--- config.mk ---
export PLATFORM = sky130hd
export DESIGN_NAME = pred_guard_unit
export DESIGN_NICKNAME = d
export VERILOG_FILES = /design/src/rtl/pred_guard_unit.sv
export SDC_FILE = /design/constraint.sdc
export NUM_CORES = 1
export LEC_CHECK = 0
export ABC_CLOCK_PERIOD_IN_PS = 3700
export BUFFER_PORTS_ARGS = -buffer_cell sky130_fd_sc_hd__buf_4
export CAP_MARGIN = 0
export CORE_AREA = 3 3 188 190
export DETAILED_ROUTE_END_ITERATION = 7
export DIE_AREA = 0 0 191 193
export MAX_ROUTING_LAYER = met4
export PLACE_DENSITY_LB_ADDON = 0.12
export SYNTH_ARGS = -nofsm -noshare
export SYNTH_HDL_FRONTEND = slang
export SYNTH_SLANG_ARGS = --single-unit
--- constraint.sdc ---
create_clock -name clk -period 3.7 [get_ports clk]
set_clock_uncertainty 0.15 [all_clocks]
set_input_delay 0 -clock clk [delete_from_list [all_inputs] [get_ports clk]]
set_output_delay 0 -clock clk [all_outputs]
set_load 0.05 [all_outputs]
--- src/rtl/pred_guard_unit.sv ---
module pred_guard_unit #(
  parameter int NSLOT   = 4,
  parameter int NPRED   = 16,
  parameter int DW      = 32,
  parameter int BR_SLOT = 0
) (
  input  logic                   clk,
  input  logic                   rst_n,
  input  logic [NSLOT-1:0]       pw_en,
  input  logic [NSLOT*$clog2(NPRED)-1:0] pw_idx,
  input  logic [NSLOT-1:0]       pw_val,
  input  logic [NSLOT*$clog2(NPRED)-1:0] g_idx,
  input  logic [NSLOT-1:0]       g_inv,
  input  logic [NSLOT-1:0]       rf_we_raw,
  input  logic [NSLOT-1:0]       st_en_raw,
  input  logic [NSLOT-1:0]       br_req,
  input  logic [NSLOT*$clog2(NPRED)-1:0] sel_pidx,
  input  logic [NSLOT*DW-1:0]    sel_a,
  input  logic [NSLOT*DW-1:0]    sel_b,
  output logic [NSLOT-1:0]       rf_we,
  output logic [NSLOT-1:0]       st_en,
  output logic                   br_take,
  output logic [NSLOT-1:0]       br_reject,
  output logic [NSLOT*DW-1:0]    sel_y,
  output logic [NPRED-1:0]       pred_q
);
  localparam int PW = $clog2(NPRED);
  localparam logic [NSLOT-1:0] BR_MASK = NSLOT'(1) << BR_SLOT;

  logic [NPRED-1:0] pq;
  logic [NSLOT-1:0] grd;

  assign pred_q = pq;
  assign pq[0]  = 1'b1;

  for (genvar s = 0; s < NSLOT; s++) begin : g_slot
    assign grd[s] = pq[g_idx[s*PW +: PW]] ^ g_inv[s];
    assign sel_y[s*DW +: DW] = pq[sel_pidx[s*PW +: PW]] ? sel_a[s*DW +: DW]
                                                        : sel_b[s*DW +: DW];
  end

  assign rf_we     = rf_we_raw & grd;
  assign st_en     = st_en_raw & grd;
  assign br_take   = br_req[BR_SLOT] & grd[BR_SLOT];
  assign br_reject = br_req & ~BR_MASK;

  for (genvar p = 1; p < NPRED; p++) begin : g_pbit
    logic hit, d, q;
    always_comb begin
      hit = 1'b0;
      d   = q;
      for (int s = 0; s < NSLOT; s++) begin
        if (pw_en[s] && grd[s] && pw_idx[s*PW +: PW] == PW'(p)) begin
          hit = 1'b1;
          d   = pw_val[s];
        end
      end
    end
    always_ff @(posedge clk or negedge rst_n) begin
      if (!rst_n)   q <= 1'b0;
      else if (hit) q <= d;
    end
    assign pq[p] = q;
  end
endmodule


==> reports/qor.log <==
qor: clocking.clkSinkCount 15
qor: layout.largest_register g_pbit.q
qor: worst_setup_path.timing.reg2reg.worst_path_depth 7
qor: worst_setup_path.critPathLaunchType flip-flop
qor: global_routing.grt_max_degree 33
qor: power_and_ir_drop.p_total 6650 uW
qor: layout.multi_input_area 0.00379 sq mm
qor: timing.share_of_the_clock_period_used_by_the_worst_path 89.0%
qor: clocking.clockBufferDepth 2
qor: timing.maxClockFrequency 304 MHz
qor: logic_synthesis.yosys.cell_types.count 67
qor: layout.area_delta_synth_final 91.0%
qor: routing.wl_met2 16300 microns
qor: power_and_ir_drop.cellInternalPower 2430 uW
qor: clocking.cts_tree done
qor: power_and_ir_drop.seq_power_share 8.4%
qor: power_and_ir_drop.leakage 0.00390 uW
qor: logic_synthesis.synthesis.instances 482
qor: worst_setup_path.rr_startpoint g_pbit[7].q
qor: power_and_ir_drop.power_density 781 mW/mm^2
qor: global_routing.grt_first_pass_wirelength 50100 microns
qor: floorplanning.row_count 67
qor: routing.route.antenna.remaining_nets 0
qor: place.hpwlAfterDp 35500 microns
qor: layout.final-instance-count-excl-fill 1378
qor: layout.largest_register_ffs 15
qor: timing.timing_worst_slew_pin_value 0.838 ns
qor: routing.top_layer met4
qor: hold_path.worstHoldPathType primary input to asynchronous set/reset pin
qor: timing.hold_ws -0.00203 ns
qor: routing.route.final.wire_length 40000 microns
qor: flow_run.max-cap-violations 0
qor: worst_setup_path.cp_data_required_time 3.72 ns
qor: layout.nets 1258
qor: worst_setup_path.crit-reg2reg-capture g_pbit[13].q
qor: timing.totalNegativeSetupSlack 0 ns
qor: clocking.clk_pin_slew_worst_paths 0.06 ns
qor: routing.drt-met1-wl 16200 microns
qor: clocking.clock_insertion_delay_worst_skew 0.25 ns
qor: run_status.run_status finished, violations left
qor: clocking.cts-buffers-inserted 3
qor: logic_synthesis.async_set_reset_flop_share_out_of_synthesis 100%
qor: logic_synthesis.synth_warnings 0
qor: global_routing.grtUsageTotal 20.3%
qor: logic_synthesis.synth_seq_area_share 8.42%
qor: place.count_of_buffers_inserted_at_the_top_level_ports 478
qor: floorplanning.die_height 193 microns
qor: logic_synthesis.mappedNetlistNets 812
qor: run_status.violated_checks hold timing
qor: timing.setup_viol_count_final 0
qor: power_and_ir_drop.p_clk_share 3.3%
qor: timing.final.min_clock_period 3.29 ns
qor: floorplanning.pin_count 487
qor: logic_synthesis.postSynthAreaPerCell 9.24 sq um
qor: routing.detailed_routed_wire_length_on_met3 6970 microns
qor: worst_setup_path.maximum_net_fanout_on_the_critical_path 10
qor: timing.maxSlewViolCount 0
qor: routing.wl_per_cell 29.1 microns
qor: routing.drc_violations_left 0
qor: layout.biggestRegsByFlops g_pbit.q (15)
qor: timing.timing.max_slew.rel_slack 44.1%
qor: power_and_ir_drop.switching_power 4220 uW
qor: power_and_ir_drop.share_comb_of_total_power 88.3%
qor: power_and_ir_drop.p_sw_share 63.5%
qor: worst_setup_path.timing.setup.critical_path_class flip-flop to flip-flop
qor: logic_synthesis.ys.flop_type dfrtp_1
qor: clocking.cts_root_buffer clkbuf_16
qor: global_routing.grt_antenna_before_repair 3
qor: worst_setup_path.timing.critical_path.arrival 3.31 ns
qor: routing.detailedRoute.firstPassIterationCount 5
qor: global_routing.grt_pass1_vias 5894
qor: worst_setup_path.startpoint g_pbit[7].q
qor: logic_synthesis.synthesis.area 0.00446 sq mm
qor: worst_setup_path.crit_path_capture_type flip-flop
qor: floorplanning.fp.dieW 191 microns
qor: layout.layout.filler_cells 3696
qor: place.place.gp.congestion 0.922
qor: routing.starting_drt_drc_count 280
qor: global_routing.total_gr_overflow 0
qor: timing.hold_violations 1
qor: layout.final-seq-area 375 sq um
qor: clocking.clock_tree.htree_level_count 1
qor: timing.rsz0062_at_grt no
qor: floorplanning.area_of_the_core 0.0336 sq mm
qor: logic_synthesis.synth_seq_cells 15
qor: logic_synthesis.synth_enable_flop_cells 0
qor: power_and_ir_drop.vdd_ir_drop_max 0.000234 V
qor: layout.post_route_cells_drive_above_1_share 70.2%
qor: worst_setup_path.regToRegSetupSlack 0.41 ns
qor: floorplanning.initial_core_util 13.3%
qor: routing.routed-via-count 5927
qor: place.dp_cell_count 1365
qor: floorplanning.fp.dieArea 0.0369 sq mm
qor: routing.via_per_instance_ratio 4.30
worst max path at each step:
stage	end	slack (ns)
5_1_grt	g_pbit[5].q	0.24
3_5_place_dp	g_pbit[15].q	0.48
3_3_place_gp	g_pbit[15].q	0.41
2_1_floorplan	g_pbit[7].q	0.87
4_1_cts	g_pbit[15].q	0.45
6_report	g_pbit[13].q	0.41
Yosys cell counts (all sizes together), types with 9 or more instances:
master,n,area (sq um)
nor2b,10,62.6
a22oi,12,90.1
mux2,130,1460
o21ai,9,45.0
dfrtp,15,375
nand2,25,93.8
clkbuf,19,72.6
mux2i,26,260
nand3,14,70.1
buf,28,196
nor3,10,50.1
mux4,28,631
nor2,36,138
and2,9,56.3
metrics by stage:
stage	util, %	setup slack, ns	instance area (sq um)
floorplan	-	0.870	4460
global placement	24.9	0.414	8370
detailed placement	24.9	0.482	8370
CTS	25.3	0.450	8500
global route	25.3	0.243	8510
finish	25.3	0.406	8510
cells in the final DEF (no fill, tap or decap), types with 4 or more instances in the layout:
cell type / synthesis / routed
a21oi_1: 7 / 7
a22oi_1: 12 / 12
a2bb2oi_1: 4 / 4
and2_1: 9 / 9
and3_1: 5 / 5
buf_4: 20 / 482
dfrtp_1: 15 / 15
dlygate4sd3_1: 0 / 6
inv_1: 6 / 6
mux2_2: 130 / 130
mux2i_1: 26 / 26
mux4_2: 28 / 28
nand2_1: 25 / 25
nand2b_1: 5 / 5
nand3_1: 14 / 14
nand4_1: 5 / 5
nor2_1: 35 / 35
nor2b_1: 10 / 10
nor3_1: 10 / 10
o21ai_0: 6 / 6
o221ai_1: 4 / 4
o22ai_1: 6 / 6
o32ai_1: 4 / 4
worst max-delay path: stages, from the launching register on:
cell     delay [ns]
dfrtp_1        0.56
mux4_2         0.53
mux4_2         0.50
xor2_1         0.49
nand3_1        0.14
nor2_1         0.46
a32oi_1        0.19
a22oi_1        0.18
cell type report:
class                      instances  area share, %
clock buffer                       4          0.926
inverter                           6          0.265
tap                              448           6.59
sequential                        15           4.41
antenna                            3         0.0882
timing repair buffer             488           43.2
multi-input combinational        414           44.5
power by group through the flow:
stage / clock network, uW / registers [uW] / logic [uW]
final: 221 / 556 / 5870
after global placement: 0 / 530 / 5890
after global routing: 231 / 579 / 6120
after detailed placement: 0 / 560 / 5850
after CTS: 221 / 556 / 5880
after floorplan: 0 / 361 / 3980
what timing repair did:
item / 4_1_cts / 5_1_grt
setup buffers: 0 / 0
gates resized for setup: 0 / 0
hold buffers: 6 / 0
hold endpoints to repair: 24 / 0
logic make-up (layout without fill, tap and decap cells):
group	after synthesis	in the layout	share of synthesized area, %
AND/OR/NAND/NOR	145	145	17.4
AO/OA/AOI/OAI	78	78	13.3
XOR/XNOR	5	5	1.32
buffers and inverters	53	498	6.54
flip-flops	15	15	8.42
other	2	5	0.169
multiplexers	184	184	52.9
per-layer routing:
layer  vias to the layer above  track usage [%]
met5                         -                -
met4                         0             2.43
met1                      2828             24.4
met3                        22             15.4
met2                       315             27.6
li1                       2762                -
Power figures use the tool's default switching activity.
